===== src/rtl/lpc_mem_pkg.sv =====
package lpc_mem_pkg;
  localparam int IDX_W = 4;
  localparam logic [31:0] TPM_LO = 32'hFED4_0000;
  localparam logic [31:0] TPM_HI = 32'hFED4_0FFF;

  localparam logic [3:0] START_STD  = 4'b0000;
  localparam logic [3:0] START_TPM  = 4'b0101;
  localparam logic [3:0] START_FWRD = 4'b1101;
  localparam logic [3:0] START_FWWR = 4'b1110;
  localparam logic [3:0] DIR_RD     = 4'b0100;
  localparam logic [3:0] DIR_WR     = 4'b0110;

  localparam logic [3:0] SYNC_READY = 4'b0000;
  localparam logic [3:0] SYNC_SHORT = 4'b0101;
  localparam logic [3:0] SYNC_LONG  = 4'b0110;
  localparam logic [3:0] SYNC_ERR   = 4'b1010;

  typedef enum logic [1:0] {KIND_STD, KIND_TPM, KIND_FW} cycKind_e;

  typedef enum logic [3:0] {
    ST_IDLE, ST_START, ST_HDR, ST_WDATA, ST_TAR1, ST_TAR2,
    ST_SYNC, ST_RDATA, ST_TARB, ST_ABORT, ST_DONE
  } phase_e;

  typedef struct packed {
    phase_e           phase;
    logic [IDX_W-1:0] idx;
    logic             load;
    logic             nextByte;
    logic             capLo;
    logic             capHi;
    logic             fillOnes;
  } dpCtl_t;
endpackage


===== src/rtl/lpc_mem_dp.sv =====
module lpc_mem_dp
  import lpc_mem_pkg::*;
#(
  parameter logic [31:0] FW_LO = 32'hFF00_0000,
  parameter logic [31:0] FW_HI = 32'hFFFF_FFFF
) (
  input  logic        clk,
  input  logic        rstN,
  input  dpCtl_t      ctl,
  input  logic        reqWrite,
  input  logic [31:0] reqAddr,
  input  logic [1:0]  reqSize,
  input  logic [31:0] reqWdata,
  input  logic [3:0]  ladIn,
  output cycKind_e    kind,
  output logic        isWrite,
  output logic        lastByte,
  output logic [3:0]  ladOut,
  output logic [31:0] rdata
);
  logic [31:0] baseAddr, wdataR;
  logic [1:0]  sizeR, byteIdx, lastIdx;
  logic [31:0] curAddr;
  logic [7:0][3:0] addrNib;
  logic [7:0]  wByte;

  assign curAddr  = baseAddr + 32'(byteIdx);
  assign addrNib  = curAddr;
  assign wByte    = wdataR[{byteIdx, 3'b000} +: 8];
  assign lastIdx  = (sizeR == 2'd0) ? 2'd0 : (sizeR == 2'd1) ? 2'd1 : 2'd3;
  assign lastByte = (byteIdx == lastIdx);

  always_ff @(posedge clk or negedge rstN) begin
    if (!rstN) begin
      baseAddr <= '0; wdataR <= '0; sizeR <= '0; byteIdx <= '0;
      kind <= KIND_STD; isWrite <= 1'b0; rdata <= '0;
    end else begin
      if (ctl.load) begin
        baseAddr <= reqAddr; wdataR <= reqWdata; sizeR <= reqSize;
        isWrite  <= reqWrite; byteIdx <= '0; rdata <= '0;
        if (reqAddr >= TPM_LO && reqAddr <= TPM_HI)     kind <= KIND_TPM;
        else if (reqAddr >= FW_LO && reqAddr <= FW_HI)  kind <= KIND_FW;
        else                                            kind <= KIND_STD;
      end
      if (ctl.nextByte) byteIdx <= byteIdx + 2'd1;
      if (ctl.capLo)    rdata[{byteIdx, 3'b000} +: 4] <= ladIn;
      if (ctl.capHi)    rdata[{byteIdx, 3'b100} +: 4] <= ladIn;
      if (ctl.fillOnes) rdata <= '1;
    end
  end

  always_comb begin
    ladOut = 4'hF;
    unique case (ctl.phase)
      ST_START: begin
        if (kind == KIND_TPM)     ladOut = START_TPM;
        else if (kind == KIND_FW) ladOut = isWrite ? START_FWWR : START_FWRD;
        else                      ladOut = START_STD;
      end
      ST_HDR: begin
        if (kind == KIND_FW) begin
          if (ctl.idx == '0 || ctl.idx == IDX_W'(8)) ladOut = 4'h0;
          else ladOut = addrNib[3'(IDX_W'(7) - ctl.idx)];
        end else begin
          if (ctl.idx == '0) ladOut = isWrite ? DIR_WR : DIR_RD;
          else ladOut = addrNib[3'(IDX_W'(8) - ctl.idx)];
        end
      end
      ST_WDATA: ladOut = (ctl.idx == '0) ? wByte[3:0] : wByte[7:4];
      default:  ladOut = 4'hF;
    endcase
  end
endmodule


===== src/rtl/lpc_mem_ctrl.sv =====
module lpc_mem_ctrl
  import lpc_mem_pkg::*;
#(
  parameter int WAIT_LIMIT   = 16,
  parameter int NOSYNC_LIMIT = 4,
  parameter int ABORT_CLKS   = 4
) (
  input  logic       clk,
  input  logic       rstN,
  input  logic       reqValid,
  input  logic [3:0] ladIn,
  input  cycKind_e   kind,
  input  logic       isWrite,
  input  logic       lastByte,
  output dpCtl_t     ctl,
  output logic       lfrmN,
  output logic       ladOe,
  output logic       reqReady,
  output logic       rspValid,
  output logic       rspAbort
);
  localparam int WAIT_W = $clog2(WAIT_LIMIT + 1);
  localparam int NS_W   = $clog2(NOSYNC_LIMIT + 1);
  localparam int HDR_LAST = 8;

  phase_e phase, phaseNx;
  logic [IDX_W-1:0]  idx, idxNx;
  logic [WAIT_W-1:0] waitCnt, waitNx;
  logic [NS_W-1:0]   noSyncCnt, noSyncNx;
  logic aborted, abortedNx, goAbort;

  always_ff @(posedge clk or negedge rstN) begin
    if (!rstN) begin
      phase <= ST_IDLE; idx <= '0; waitCnt <= '0; noSyncCnt <= '0; aborted <= 1'b0;
    end else begin
      phase <= phaseNx; idx <= idxNx; waitCnt <= waitNx;
      noSyncCnt <= noSyncNx; aborted <= abortedNx;
    end
  end

  always_comb begin
    phaseNx = phase; idxNx = idx; waitNx = waitCnt; noSyncNx = noSyncCnt;
    abortedNx = aborted; goAbort = 1'b0;
    ctl = '0; ctl.phase = phase; ctl.idx = idx;
    unique case (phase)
      ST_IDLE:  if (reqValid) begin ctl.load = 1'b1; abortedNx = 1'b0; phaseNx = ST_START; end
      ST_START: begin phaseNx = ST_HDR; idxNx = '0; end
      ST_HDR: begin
        if (idx == IDX_W'(HDR_LAST)) begin idxNx = '0; phaseNx = isWrite ? ST_WDATA : ST_TAR1; end
        else idxNx = idx + 1'b1;
      end
      ST_WDATA: begin
        if (idx == IDX_W'(1)) begin idxNx = '0; phaseNx = ST_TAR1; end
        else idxNx = idx + 1'b1;
      end
      ST_TAR1:  phaseNx = ST_TAR2;
      ST_TAR2:  begin phaseNx = ST_SYNC; waitNx = '0; noSyncNx = '0; end
      ST_SYNC: begin
        if (ladIn == SYNC_READY) begin
          idxNx = '0; phaseNx = isWrite ? ST_TARB : ST_RDATA;
        end else if (ladIn == SYNC_SHORT || ladIn == SYNC_LONG) begin
          noSyncNx = '0;
          if (waitCnt == WAIT_W'(WAIT_LIMIT - 1)) goAbort = 1'b1;
          else waitNx = waitCnt + 1'b1;
        end else if (ladIn == SYNC_ERR && kind != KIND_FW) begin
          goAbort = 1'b1;
        end else begin
          if (noSyncCnt == NS_W'(NOSYNC_LIMIT - 1)) goAbort = 1'b1;
          else noSyncNx = noSyncCnt + 1'b1;
        end
        if (goAbort) begin phaseNx = ST_ABORT; idxNx = '0; abortedNx = 1'b1; end
      end
      ST_RDATA: begin
        ctl.capLo = (idx == '0);
        ctl.capHi = (idx == IDX_W'(1));
        if (idx == IDX_W'(1)) begin idxNx = '0; phaseNx = ST_TARB; end
        else idxNx = idx + 1'b1;
      end
      ST_TARB: begin
        if (idx == IDX_W'(1)) begin
          idxNx = '0;
          if (lastByte) phaseNx = ST_DONE;
          else begin ctl.nextByte = 1'b1; phaseNx = ST_START; end
        end else idxNx = idx + 1'b1;
      end
      ST_ABORT: begin
        if (idx == IDX_W'(ABORT_CLKS - 1)) begin ctl.fillOnes = 1'b1; phaseNx = ST_DONE; end
        else idxNx = idx + 1'b1;
      end
      ST_DONE:  phaseNx = ST_IDLE;
      default:  phaseNx = ST_IDLE;
    endcase
  end

  assign lfrmN    = !(phase == ST_START || phase == ST_ABORT);
  assign ladOe    = (phase == ST_START) || (phase == ST_HDR) || (phase == ST_WDATA) ||
                    (phase == ST_TAR1) || (phase == ST_ABORT);
  assign reqReady = (phase == ST_IDLE);
  assign rspValid = (phase == ST_DONE);
  assign rspAbort = (phase == ST_DONE) && aborted;
endmodule


===== src/rtl/lpc_mem_host.sv =====
module lpc_mem_host
  import lpc_mem_pkg::*;
#(
  parameter logic [31:0] FW_LO        = 32'hFF00_0000,
  parameter logic [31:0] FW_HI        = 32'hFFFF_FFFF,
  parameter int          WAIT_LIMIT   = 16,
  parameter int          NOSYNC_LIMIT = 4,
  parameter int          ABORT_CLKS   = 4
) (
  input  logic        clk,
  input  logic        rstN,
  input  logic        reqValid,
  input  logic        reqWrite,
  input  logic [31:0] reqAddr,
  input  logic [1:0]  reqSize,
  input  logic [31:0] reqWdata,
  output logic        reqReady,
  output logic        rspValid,
  output logic        rspAbort,
  output logic [31:0] rspRdata,
  output logic [3:0]  ladOut,
  output logic        ladOe,
  input  logic [3:0]  ladIn,
  output logic        lfrmN
);
  dpCtl_t   ctl;
  cycKind_e kind;
  logic     isWrite, lastByte;

  lpc_mem_ctrl #(.WAIT_LIMIT(WAIT_LIMIT), .NOSYNC_LIMIT(NOSYNC_LIMIT), .ABORT_CLKS(ABORT_CLKS)) u_ctrl (
    .clk(clk), .rstN(rstN), .reqValid(reqValid), .ladIn(ladIn), .kind(kind),
    .isWrite(isWrite), .lastByte(lastByte), .ctl(ctl), .lfrmN(lfrmN), .ladOe(ladOe),
    .reqReady(reqReady), .rspValid(rspValid), .rspAbort(rspAbort)
  );

  lpc_mem_dp #(.FW_LO(FW_LO), .FW_HI(FW_HI)) u_dp (
    .clk(clk), .rstN(rstN), .ctl(ctl), .reqWrite(reqWrite), .reqAddr(reqAddr),
    .reqSize(reqSize), .reqWdata(reqWdata), .ladIn(ladIn), .kind(kind),
    .isWrite(isWrite), .lastByte(lastByte), .ladOut(ladOut), .rdata(rspRdata)
  );
endmodule


===== config.mk =====
export PLATFORM = sky130hd
export DESIGN_NAME = lpc_mem_host
export DESIGN_NICKNAME = d
export VERILOG_FILES = /design/src/rtl/lpc_mem_pkg.sv /design/src/rtl/lpc_mem_dp.sv /design/src/rtl/lpc_mem_ctrl.sv /design/src/rtl/lpc_mem_host.sv
export SDC_FILE = /design/constraint.sdc
export NUM_CORES = 1
export LEC_CHECK = 0
export ABC_AREA = 1
export BUFFER_PORTS_ARGS = -buffer_cell sky130_fd_sc_hd__buf_2
export CORE_MARGIN = 2
export CORE_UTILIZATION = 25
export CTS_CLUSTER_DIAMETER = 120
export CTS_CLUSTER_SIZE = 40
export DETAILED_ROUTE_END_ITERATION = 8
export GPL_ROUTABILITY_DRIVEN = 0
export PLACE_DENSITY_LB_ADDON = 0.15
export SLEW_MARGIN = 15
export SYNTH_ARGS = -nofsm -noshare
export SYNTH_HDL_FRONTEND = slang
export SYNTH_HIERARCHICAL = 1
export SYNTH_SLANG_ARGS = --single-unit

===== constraint.sdc =====
create_clock -name clk -period 2.6 [get_ports clk]
set_clock_uncertainty 0.2 [all_clocks]
set_input_delay 0.52 -clock clk [delete_from_list [all_inputs] [get_ports clk]]
set_output_delay 0.52 -clock clk [all_outputs]
set_load 0.01 [all_outputs]

# Word-level counts from Yosys, hierarchy flattened
# Cells that the tools add are included.
[word_totals]
reg_bits = 120
latchBits = 0
ram_bits = 0
mem_bits_ro = 0
input_bits = 74
output_inout_bits = 41
elab_cells = 164
memories = 0
[op_classes]
add_sub_neg = 9
n_mul = 0
div = 0
magnitude_cmp = 6
eq_ne = 37
shifts = 5
muxes = 69
n_bitwise = 0
reduce_logical = 26
[ops]
columns = ["operator", "count"]
rows = [
  ["32-bit 2-to-1 mux", 4],
  ["4-bit 2-to-1 mux", 23],
  ["32-bit bitwise mux", 2],
  ["32-bit greater-or-equal comparator (second input constant)", 2],
  ["32-bit less-or-equal comparator (second input constant)", 2],
  ["4-bit by 7-bit variable shift with 32-bit output (first input constant)", 2],
  ["4-bit by 7-bit variable part select with 32-bit output", 2],
  ["4-bit case mux with 10 select lines", 1],
  ["32-bit by 2-bit adder with 32-bit output", 1],
  ["32-bit by 6-bit variable part select with 8-bit output", 1],
  ["4-bit binary-select mux with 3-bit select", 2],
  ["4-bit by 3-bit == test with 1-bit output (second input constant)", 6],
  ["4-bit == test (second input constant)", 5],
  ["4-bit case mux with 5 select lines", 1],
  ["2-bit 2-to-1 mux", 9],
  ["1-bit 2-to-1 mux", 15],
  ["3-bit 2-to-1 mux", 5],
  ["5-bit 2-to-1 mux", 3],
  ["2-bit by 1-bit != test with 1-bit output (second input constant)", 7],
  ["5-bit negation with 7-bit output", 2],
  ["4-bit by 2-bit == test with 1-bit output (second input constant)", 3],
  ["4-bit zero test", 3],
  ["4-bit case mux with 3 select lines", 1],
  ["2-bit != test (second input constant)", 5],
  ["other kinds (28)", 45],
]

# Depth between registers and ports, before layout
[depth]
word_depth = 8
mapped_depth = 16
mapped_depth_nobuf = 16

# Cells and area by module
# Netlist, hierarchy kept.
[modules_own_cells]
columns = ["mod", "instances", "cells_per_inst", "area_per_inst_um2", "seq_area_each_um2"]
rows = [
  ["lpc_mem_dp", 1, 900, 6281.0, 2577.5],
  ["lpc_mem_ctrl", 1, 194, 1333.8, 425.4],
]

# Least setup slack after synthesis
# OpenSTA, ideal clock, no wires.
[synth_timing]
path_kind = "flip-flop to output port"
start = "reg u_ctrl.idx[0]"
end = "out ladOut[0]"
arrival_time_ns = 2.117
required_ns = 1.880
path_slack_ns = -0.237
path_stages_with_launch = 14
path_buffers = 1
path_cell_list = "dfrtp_1 clkinv_1 clkbuf_1 ha_1 inv_1 nor2_1 inv_1 nor2_1 inv_1 nand3_1 nand3_1 o211ai_1 inv_1 nand2_1"
[synth_via]
elab_chain_len = 6
word_cells_on_any_way = 14
classes_between = "add/sub (2); eq/ne (1); mux (9); reduce/logical (2)"
[synth_rtl]
columns = ["item", "line_no", "text"]
rows = [
  ["start, declared", "lpc_mem_ctrl.sv:27", "logic [IDX_W-1:0] idx, idxNx;"],
  ["start signal, assigned", "lpc_mem_ctrl.sv:36", "phase <= phaseNx; idx <= idxNx; waitCnt <= waitNx;"],
  ["1-bit by 3-bit subtractor with 3-bit output or 3-bit subtractor (tied branches)", "lpc_mem_dp.sv:66, lpc_mem_dp.sv:63", ""],
  ["4-bit binary-select mux with 3-bit select, on equally long branches", "lpc_mem_dp.sv:66, lpc_mem_dp.sv:63", ""],
  ["4-bit 2-to-1 mux, on equally long branches", "lpc_mem_dp.sv:66, lpc_mem_dp.sv:63", ""],
  ["4-bit 2-to-1 mux, on equally long branches", "lpc_mem_dp.sv:65, lpc_mem_dp.sv:62", ""],
  ["4-bit 2-to-1 mux", "lpc_mem_dp.sv:61", "if (kind == KIND_FW) begin"],
  ["4-bit case mux with 3 select lines (*)", "lpc_mem_dp.sv:54", "unique case (ctl.phase)"],
  ["end, declared", "lpc_mem_host.sv:21", "output logic [3:0] ladOut,"],
]
# Mark *: on every way between the ends. The rest lies on a longest branch, timed or not. The select of a mux whose other input is x is not followed.

# Worst setup path in the final report
[layout_timing]
start = "reg u_dp.byteIdx[0]"
end = "out ladOut[0]"
[layout_via]
elab_chain_len = 6
word_cells_on_any_way = 11
classes_between = "add/sub (1); shift (1); mux (9)"
[layout_rtl]
columns = ["item", "line_no", "text"]
rows = [
  ["start, declared", "lpc_mem_dp.sv:22", "logic [1:0] sizeR, byteIdx, lastIdx;"],
  ["start signal, assigned", "lpc_mem_dp.sv:45", "if (ctl.nextByte) byteIdx <= byteIdx + 2'd1;"],
  ["32-bit by 2-bit adder with 32-bit output", "lpc_mem_dp.sv:27", "assign curAddr = baseAddr + 32'(byteIdx);"],
  ["4-bit binary-select mux with 3-bit select, on equally long branches", "lpc_mem_dp.sv:66, lpc_mem_dp.sv:63", ""],
  ["4-bit 2-to-1 mux, on equally long branches", "lpc_mem_dp.sv:66, lpc_mem_dp.sv:63", ""],
  ["4-bit 2-to-1 mux, on equally long branches", "lpc_mem_dp.sv:65, lpc_mem_dp.sv:62", ""],
  ["4-bit 2-to-1 mux", "lpc_mem_dp.sv:61", ""],
  ["4-bit case mux with 3 select lines (*)", "lpc_mem_dp.sv:54", ""],
]
# Marks and branches as above.

==> metrics.md <==
| Metric | Value |
|---|---|
| Final antenna-violating net count | `0` |
| Failing checks | `negative setup slack` |
| Synthesized area | `7610 um2` |
| N_diodes | `0` |
| Crit-path max cell delay | `380 ps` |
| Gr usage total | `17.7%` |
| Die width | `179 um` |
| Die H | `179 um` |
| Most common cell after layout, fill and taps aside | `nand2_1` |
| Worst path cell trace | `ha_2 > fa_2 > nand2_4 > buf_6 > nor2_4 > nand2_4 > xor2_2 > nand2_1 > nand3_1 > nand2_1 > a21oi_1 > nand2_1 > nand2_1 > nand3_2 > nand2_2 > buf_6` |
| Global route overflow | `0` |
| Synth Flop Type | `dfrtp_1` |
| Depth of the most critical reg-to-reg path | `12` |
| Critical path type | `flop to output pin` |
| Min Tclk post-route | `3350 ps` |
| Clock slew at reported path FFs | `around 60 ps` |
| Synth top area share | `between 30% and 40%` |
| Status | `finished, violations left` |
| Max FO, Critical Path | `4` |
| Final period util | `129%` |
| Rel. slew slack | `64.4%` |
| Mapped Nets | `1187` |
| Fillers | `3274` |
| Pre-antenna DRT Iters | `5` |
| Logic pwr share | `49.6%` |
| Initial Utilization | `25.6%` |
| Hpwl dp | `21.2 mm` |
| WL/cell | `16.0 um` |
| Slowest stage cell, crit path | `dfrtp_1` |
| Seq/Total Area, Yosys | `39.4%` |
| Initial antenna violation count | `0` |
| Synth Register Bits | `120` |
| Lkg Pwr | `4.96 nW` |
| CP required | `1880 ps` |
| Mapped Cells | `approximately 1100` |
| MaxCap Viol Count | `0` |
| DRT iter0 DRCs | `approximately 490` |
| Core area | `approximately 30000 um2` |
| Most frequent cells in the layout | `332 x nand2_1, 120 x dfrtp_1, 110 x buf_2, 108 x inv_1, 108 x nand3_1` |
| Share of power burned in registers | `27.4%` |
| Sw Ratio | `44.5%` |
| Crit start category | `flop` |
| Hold Path Stages | `3` |
| First-pass GRT wire length | `around 43 mm` |
| CTS root buffer | `clkbuf_16` |
| Clock latency on the worst-skew pair | `420 ps` |
| Data arrival, critical path | `2630 ps` |
| Final total power | `10.8 mW` |
| Achievable clock frequency | `298 MHz` |
| Register area | `about 3000 um2` |
| Unrepaired setup endpoints after global routing | `true` |
| Slew Limit Fails | `0` |
| Number of remaining DRC errors | `0` |
| Area of the multi-input gates | `4170 um2` |
| NumNets Final | `1389` |
| Synth Area per Inst | `between 6 and 7 um2` |
| Ys Warns | `6` |
| Crit path top cell by count | `nand2_1` |
| Die area | `31900 um2` |
| Placement Setup Slack | `-451 ps` |
| DRT Wirelength | `between 20 and 30 mm` |
| Asr flop ratio synth | `100%` |
| Largest net degree at the start of global routing | `~110` |
| Final WS setup | `-755 ps` |
| Total clock sinks | `120` |
| CP endpoint kind | `output pin` |
| Syn-to-layout area delta | `33.5%` |
| Share of layout cells above drive strength 1 | `24.8%` |
| HP Class | `input pin to flop` |
| Power Internal | `between 5 and 6 mW` |
| Count of flip-flops with a built-in enable after synthesis | `0` |
| Clk pwr share | `23.0%` |
| Switching power | `4.80 mW` |
| Synth top area cells | `dfrtp_1 39%, nand2_1 17%, nand3_1 7.4%` |
| Vias in the first global route | `slightly below 8000` |
| Row count | `63` |
| DR vias/cell | `around 4.7` |
| Final hold violation count | `0` |
| Cell taking the most area after synthesis | `dfrtp_1` |
| Slew @ Worst Pin | `535 ps` |
| VDD IR-drop max | `between 0.0002 and 0.0003 V` |
| Setup violators final | `4` |
| I/O Buffers | `roughly 110` |
| Ports | `115` |
| Cell Pwr Density | `1060 nW/um2` |
| Netlist cell types | `45` |
| CTS tree | `built` |
| DR vias | `7930` |
| CTS Buffer Depth | `2` |
| H-tree depth | `4` |
| CTS Buf Count | `17` |
cells in the mapped netlist (all sizes together) (2+ instances only):
master	n
o21bai	2
or2	2
nand3	116
clkinv	3
clkbuf	30
buf	3
a221o	14
inv	122
ha	18
o22ai	2
o211ai	7
a21oi	60
nand3b	3
o41ai	2
nor2	105
nand4	10
dfrtp	120
o21ai	98
nand2	350
nor3	8
nor4	2
xor2	8
per-layer routing:
layer	GRT usage, %	wire (um)	up-vias
li1	-	-	3973
met1	25.6	13500	3695
met2	26.8	11700	219
met3	2.43	1220	43
met4	6.44	701	0
met5	0	0	-
logic make-up after synthesis:
family	after synthesis	share of synthesized area, %
fa+ha+maj	19	3.22
compound gates	190	14.3
simple gates	598	34.1
xor+xnor	9	1.04
flops	120	39.4
buf+inv	158	7.97
worst paths after layout:
path,endpoint,startpoint,slack [ps]
max in group asynchronous,u_ctrl/waitCnt[0],rstN,1100
worst max-delay path,ladOut[0],u_dp/byteIdx[0],-750
worst min-delay path,u_dp/wdataR[31],reqWdata[31],90
worst max register to register,u_dp/rdata[10],u_dp/byteIdx[1],190
worst min register to register,u_dp/wdataR[6],u_dp/wdataR[6],270
min in group asynchronous,u_dp/wdataR[8],rstN,420
what timing repair did:
| item | 4_1_cts | 5_1_grt |
|---|---|---|
| pin swaps | 19 | 14 |
| gates cloned | 0 | 0 |
| buffers inserted | 1 | 2 |
| endpoints found under the hold margin | 35 | 0 |
| endpoints found under the setup margin | 4 | 7 |
| hold buffers | 1 | 0 |
| resized for setup | 19 | 25 |
worst max-delay path, delay by kind of cell, from the launching register on:
family	cells	cell delay, ps
buf+inv	2	210
flops	1	380
fa+ha+maj	2	570
xor+xnor	1	160
compound gates	1	110
simple gates	10	780
flip-flops by register name (all words and copies together), names as in the netlist:
name              count
u_ctrl/aborted        1
u_ctrl/idx            4
u_ctrl/noSyncCnt      3
u_ctrl/phase          4
u_ctrl/waitCnt        5
u_dp/baseAddr        32
u_dp/byteIdx          2
u_dp/isWrite          1
u_dp/kind             2
u_dp/rdata           32
u_dp/sizeR            2
u_dp/wdataR          32
cell type report:
class                   instances  area share, %
clock inverters                14           1.61
clock buffers                  18           4.32
well taps                     390           4.80
repair buffers                216           14.0
multi-input cells             816           41.0
inverters                     125           4.72
flip-flops and latches        120           29.5
power by group through the flow:
| stage | Combinational [mW] | Clock (mW) | Sequential [mW] |
|---|---|---|---|
| finish | 5.34 | 2.48 | 2.95 |
| global route | 6.01 | 2.63 | 3.04 |
| CTS | 5.29 | 2.57 | 2.95 |
| detailed placement | 5.19 | 0 | 2.97 |
| global placement | 5.23 | 0 | 2.98 |
| floorplan | 2.97 | 0 | 2.95 |
per-stage QoR:
stage	utilization (%)	hold WS, ps	cell area [um2]	setup TNS [ps]	std cells
2_1_floorplan	-	24.4	7640	-109	1094
3_3_place_gp	31.4	248	9360	-1430	1663
3_5_place_dp	31.4	254	9360	-1470	1663
4_1_cts	33.7	74.0	10100	-3080	1697
5_1_grt	34.1	96.4	10200	-3550	1699
6_report	34.1	93.6	10200	-2830	1699
Power figures use the tool's default switching activity.
